File: src/rtl/wz_irq_pkg.sv
package wz_irq_pkg;

   localparam int MAX_W = 64;

   localparam logic REG_CAUSE = 1'b0;
   localparam logic REG_MASK  = 1'b1;

   typedef enum logic [1:0] {
      BIT_NONE   = 2'd0,
      BIT_STICKY = 2'd1,
      BIT_LEVEL  = 2'd2
   } bit_kind_e;

   // Classify one cause position; level window takes precedence.
   function automatic bit_kind_e kind_of(input int idx,
                                         input logic [MAX_W-1:0] smap,
                                         input int lsb,
                                         input int n);
      if (idx >= lsb && idx < lsb + n) return BIT_LEVEL;
      if (smap[idx]) return BIT_STICKY;
      return BIT_NONE;
   endfunction

   function automatic logic [MAX_W-1:0] window_map(input int lsb, input int n);
      logic [MAX_W-1:0] m;
      m = '0;
      for (int i = 0; i < MAX_W; i++)
         if (i >= lsb && i < lsb + n) m[i] = 1'b1;
      return m;
   endfunction

endpackage

File: src/rtl/wz_sticky_cell.sv
module wz_sticky_cell (
   input  logic clk,
   input  logic rst_n,
   input  logic evt_i,
   input  logic clr_i,
   output logic q_o
);
   // event has priority over a clearing write
   always_ff @(posedge clk) begin
      if (!rst_n)      q_o <= 1'b0;
      else if (evt_i)  q_o <= 1'b1;
      else if (clr_i)  q_o <= 1'b0;
   end
endmodule

File: src/rtl/wz_level_cell.sv
module wz_level_cell (
   input  logic clk,
   input  logic rst_n,
   input  logic set_i,
   input  logic clr_i,
   output logic q_o
);
   // assert message has priority over deassert
   always_ff @(posedge clk) begin
      if (!rst_n)      q_o <= 1'b0;
      else if (set_i)  q_o <= 1'b1;
      else if (clr_i)  q_o <= 1'b0;
   end
endmodule

File: src/rtl/wz_irq_reduce.sv
module wz_irq_reduce #(
   parameter int DATA_W = 32
) (
   input  logic              clk,
   input  logic              rst_n,
   input  logic [DATA_W-1:0] cause_i,
   input  logic [DATA_W-1:0] mask_i,
   output logic              irq_o
);
   logic hit;
   assign hit = |(cause_i & mask_i);

   always_ff @(posedge clk) begin
      if (!rst_n) irq_o <= 1'b0;
      else        irq_o <= hit;
   end
endmodule

File: src/rtl/wz_irq_cause_ctrl.sv
module wz_irq_cause_ctrl
   import wz_irq_pkg::*;
#(
   parameter int                DATA_W     = 32,
   parameter int                LVL_LSB    = 24,
   parameter int                LVL_N      = 4,
   parameter logic [DATA_W-1:0] STICKY_MAP = 32'h10FF_DFDB
) (
   input  logic              clk,
   input  logic              rst_n,
   input  logic [DATA_W-1:0] evt_i,
   input  logic [LVL_N-1:0]  lvl_set_i,
   input  logic [LVL_N-1:0]  lvl_clr_i,
   input  logic              reg_wr_i,
   input  logic              reg_addr_i,
   input  logic [DATA_W-1:0] reg_wdata_i,
   output logic [DATA_W-1:0] reg_rdata_o,
   output logic              irq_o
);
   localparam logic [MAX_W-1:0]  STICKY_EXT = MAX_W'(STICKY_MAP);
   localparam logic [DATA_W-1:0] LVL_MAP    = DATA_W'(window_map(LVL_LSB, LVL_N));
   localparam logic [DATA_W-1:0] IMPL_MAP   = STICKY_MAP | LVL_MAP;

   // elaboration-time parameter checks
   if (DATA_W < 1 || DATA_W > MAX_W) begin : g_bad_width
      $error("DATA_W out of range");
   end
   if (LVL_N < 1 || LVL_LSB < 0 || LVL_LSB + LVL_N > DATA_W) begin : g_bad_window
      $error("level window does not fit in DATA_W");
   end
   if ((STICKY_MAP & LVL_MAP) != '0) begin : g_bad_overlap
      $error("sticky map overlaps level window");
   end

   logic              cause_wr;
   logic              mask_wr;
   logic [DATA_W-1:0] cause_q;
   logic [DATA_W-1:0] mask_q;

   assign cause_wr = reg_wr_i && (reg_addr_i == REG_CAUSE);
   assign mask_wr  = reg_wr_i && (reg_addr_i == REG_MASK);

   for (genvar g = 0; g < DATA_W; g++) begin : g_bit
      localparam bit_kind_e KIND = kind_of(g, STICKY_EXT, LVL_LSB, LVL_N);

      if (KIND == BIT_STICKY) begin : g_sticky
         wz_sticky_cell u_cell (
            .clk   (clk),
            .rst_n (rst_n),
            .evt_i (evt_i[g]),
            .clr_i (cause_wr && !reg_wdata_i[g]),
            .q_o   (cause_q[g])
         );
      end else if (KIND == BIT_LEVEL) begin : g_level
         wz_level_cell u_cell (
            .clk   (clk),
            .rst_n (rst_n),
            .set_i (lvl_set_i[g-LVL_LSB]),
            .clr_i (lvl_clr_i[g-LVL_LSB]),
            .q_o   (cause_q[g])
         );
      end else begin : g_none
         assign cause_q[g] = 1'b0;
      end

      if (KIND != BIT_NONE) begin : g_mask
         always_ff @(posedge clk) begin
            if (!rst_n)       mask_q[g] <= 1'b0;
            else if (mask_wr) mask_q[g] <= reg_wdata_i[g];
         end
      end else begin : g_mask_none
         assign mask_q[g] = 1'b0;
      end
   end

   // inputs at positions that carry no sticky cell are dropped
   logic unused_evt;
   assign unused_evt = ^(evt_i & ~STICKY_MAP);

   assign reg_rdata_o = (reg_addr_i == REG_MASK) ? mask_q : cause_q;

   wz_irq_reduce #(.DATA_W(DATA_W)) u_reduce (
      .clk     (clk),
      .rst_n   (rst_n),
      .cause_i (cause_q),
      .mask_i  (mask_q),
      .irq_o   (irq_o)
   );

   logic unused_impl;
   assign unused_impl = ^IMPL_MAP;

endmodule

File: config.mk
export PLATFORM = sky130hd
export DESIGN_NAME = wz_irq_cause_ctrl
export DESIGN_NICKNAME = d
export VERILOG_FILES = /design/src/rtl/wz_irq_pkg.sv /design/src/rtl/wz_sticky_cell.sv /design/src/rtl/wz_level_cell.sv /design/src/rtl/wz_irq_reduce.sv /design/src/rtl/wz_irq_cause_ctrl.sv
export SDC_FILE = /design/constraint.sdc
export NUM_CORES = 1
export LEC_CHECK = 0
export CAP_MARGIN = 30
export CORE_UTILIZATION = 40
export CTS_CLUSTER_DIAMETER = 200
export DETAILED_ROUTE_END_ITERATION = 8
export PLACE_DENSITY = 0.77
export SYNTH_ARGS = -nofsm -noshare
export SYNTH_HDL_FRONTEND = slang
export SYNTH_HIERARCHICAL = 1
export SYNTH_SLANG_ARGS = --single-unit
File: constraint.sdc
create_clock -name clk -period 1.04 [get_ports clk]
set_input_delay 0.104 -clock clk [delete_from_list [all_inputs] [get_ports clk]]
set_output_delay 0.104 -clock clk [all_outputs]
set_load 0.05 [all_outputs]
==> run summary <==
==========================================================================================
Total Routed Length                                                                8140 µm
Sum Neg Setup Slack                                                               -6.31 ns
Number of buffers added to fix hold violations after cts                                 0
Final design instance area without fill                                        0.00515 mm²
Layout overhead on the synthesized area                                              83.9%
Diodes inserted                                                                          0
Yosys top cell by area                                                        sky130_fd_sc_hd__dfxtp_1
Pwr/cell area                                                                  1040 mW/mm²
Max Slew Vio Count                                                                       0
Routed via count divided by cell count                                                4.97
Clock latency reported for the late side of the worst-skew pair                    0.30 ns
Utilization of the core after routing                                                75.8%
Total via count in the routed design                                                  2765
Netlist Area Pre-Place                                                         0.00280 mm²
Synth top area cells                                                          sky130_fd_sc_hd__dfxtp_1 (38%), sky130_fd_sc_hd__nor2b_4 (13%), sky130_fd_sc_hd__mux2_2 (10%), sky130_fd_sc_hd__o21a_1 (7.0%), sky130_fd_sc_hd__nand4_1 (6.7%)
Mean cell area of the mapped netlist                                              9.97 µm²
Final Hold Viols                                                                         0
Final Net Count                                                                        535
Max FO, Critical Path                                                                    2
Via count of the first global-routing pass                                            2774
Total Die Area                                                                 0.00734 mm²
Critical path start-end classification                                          reg -> out
Sequential share of the synthesized area                                             37.9%
Unrepaired setup endpoints after global routing                                        yes
Clock sink count                                                                        53
Total global routing overflow                                                            0
Setup-failing EPs final                                                                 27
Arrival time worst endpoint                                                        1.19 ns
Critical Path End Type                                                         output port
Final worst hold slack                                                            0.236 ns
Clock tree from TritonCTS                                                             done
Routability congestion estimate                                                      0.755
Horizontal extent of the die                                                       85.7 µm
Maximum number of pins on one net before global-route repair                            49
Share of cells above drive strength 1                                                60.0%
Crit path setup slack, layout                                                    -0.255 ns
Total routing usage reported by global routing                                       22.4%
Part of the cycle the worst path needs                                                125%
Maximum clock frequency                                                            772 MHz
Clock edge transition at the registers on the reported setup and hold paths        0.10 ns
Worst VDD drop                                                                    0.650 mV
Core outline area                                                              0.00679 mm²
Depth of the CTS H-tree                                                                  2
Post-layout min period                                                             1.30 ns
Most frequent cells in the layout                                             sky130_fd_sc_hd__clkdlybuf4s50_1 (56), sky130_fd_sc_hd__buf_6 (49), sky130_fd_sc_hd__dfxtp_2 (44)
Number of instances in the synthesized netlist                                         281
IO Port Bufs                                                                            86
Portion of synthesized cell area occupied by the leading cell type                   37.9%
Area post-placement                                                            0.00426 mm²
Flip-flop and latch count after synthesis                                               53
Maximum clock insertion buffer count                                                     2
Num ports                                                                              109
Mean routed wirelength per cell                                                    14.6 µm
Iteration count of the initial detailed-routing pass                                     4
HPWL after detailed placement                                                      5210 µm
Required time worst endpoint                                                       0.94 ns
Worst Clk Skew                                                                  0.00611 ns
Leakage dissipation                                                                2.21 nW
Effective utilization at floorplan                                                   41.2%
Antenna violations before repair                                                         0
Die H                                                                              85.7 µm
Most common library cell in the layout ignoring fill and taps                 sky130_fd_sc_hd__clkdlybuf4s50_1
Clock buffer count from CTS                                                              5
Cell variety after synth                                                                20
Syn. warnings                                                                            6
Wire length of the first global-routing pass                                      13000 µm
Number of maximum-capacitance violations                                                 0
Class of the worst hold path                                                     in -> reg
Violated checks                                                               negative setup slack
Num rows                                                                                30
Iteration-0 DRC Markers                                                                117
Clock root cell                                                               sky130_fd_sc_hd__clkbuf_8
Setup crit start kind                                                             register
Total Power Consumption                                                            5.38 mW
Status                                                                        complete, but fails checks
Post-detailed-route count of antenna-violating nets                                      0
Number of filler instances in the final layout                                         423
DRC Markers                                                                              0
==========================================================================================
-- cells by family after synthesis --
| logic type | synth area share, % |
|---|---|
| other cells | 0.134 |
| flops | 37.9 |
| mux | 10.5 |
| simple gates | 26.5 |
| buf+inv | 5.90 |
| compound gates | 19.2 |
-- layout make-up --
| cell class | count | area (µm²) | share of cell area [%] |
|---|---|---|---|
| clock buffer | 6 | 72.6 | 1.41 |
| clock inverter | 2 | 10.0 | 0.194 |
| multi-input combinational | 219 | 1840 | 35.8 |
| sequential | 53 | 1120 | 21.7 |
| tap | 96 | 120 | 2.33 |
| timing repair buffer | 180 | 1990 | 38.6 |
-- worst paths after layout --
check,start,end,slack [ns],depth (start not counted)
worst min register to register,mask_q[16],mask_q[16],0.57,3
worst min-delay path,rst_n,g_bit[7].g_sticky.u_cell/q_o,0.24,3
worst max-delay path,g_bit[4].g_sticky.u_cell/q_o,reg_rdata_o[4],-0.26,3
worst max register to register,g_bit[8].g_sticky.u_cell/q_o,u_reduce/irq_o,-0.24,4
-- state kept, by name, summed over array words and instances, names as in the netlist --
| name | cells |
|---|---|
| mask_q | 26 |
| g_bit.g_sticky.u_cell/q_o | 22 |
| g_bit.g_level.u_cell/q_o | 4 |
| u_reduce/irq_o | 1 |
-- Yosys cell counts --
cell	count
sky130_fd_sc_hd__o21a_1	26
sky130_fd_sc_hd__o21ai_0	6
sky130_fd_sc_hd__a22oi_2	1
sky130_fd_sc_hd__buf_2	6
sky130_fd_sc_hd__nand4_1	30
sky130_fd_sc_hd__and2_4	1
sky130_fd_sc_hd__nor2b_4	26
sky130_fd_sc_hd__conb_1	1
sky130_fd_sc_hd__a22oi_1	15
sky130_fd_sc_hd__o21ai_2	20
sky130_fd_sc_hd__nor2_1	22
sky130_fd_sc_hd__o41a_1	1
sky130_fd_sc_hd__nand2_1	26
sky130_fd_sc_hd__mux2_2	26
sky130_fd_sc_hd__buf_6	4
sky130_fd_sc_hd__clkbuf_1	6
sky130_fd_sc_hd__buf_1	2
sky130_fd_sc_hd__nand2b_1	1
sky130_fd_sc_hd__buf_4	8
sky130_fd_sc_hd__dfxtp_1	53
-- routing by layer --
metal / track usage [%] / vias to the layer above / share of wire (%)
li1: - / 1335 / -
met1: 28.3 / 1318 / 42
met2: 39.3 / 96 / 51
met3: 3.37 / 16 / 5.1
met4: 7.12 / 0 / 1.7
met5: 0 / - / 0
-- timing repair --
item,CTS,global route
setup endpoints to repair,29,44
pin swaps,5,2
gates cloned,0,2
setup buffers,12,13
gates resized for setup,173,17
-- critical path: stages, from the launching register on --
cell,delay (ns)
sky130_fd_sc_hd__dfxtp_2,0.34
sky130_fd_sc_hd__buf_6,0.11
sky130_fd_sc_hd__mux2_4,0.28
sky130_fd_sc_hd__buf_8,0.15
-- power by group --
part	switching (mW)	internal [mW]
combinational	0.878	1.09
clock	0.668	0.469
sequential	0.0956	2.17
total	1.64	3.74
-- through the flow --
step	cells	setup slack, ns
6_report	556	-0.255
5_1_grt	556	-0.289
4_1_cts	543	-0.262
3_5_place_dp	523	-0.345
3_3_place_gp	523	-0.321
2_1_floorplan	298	-0.0486
Note: power is estimated with default switching activity, not from simulation.
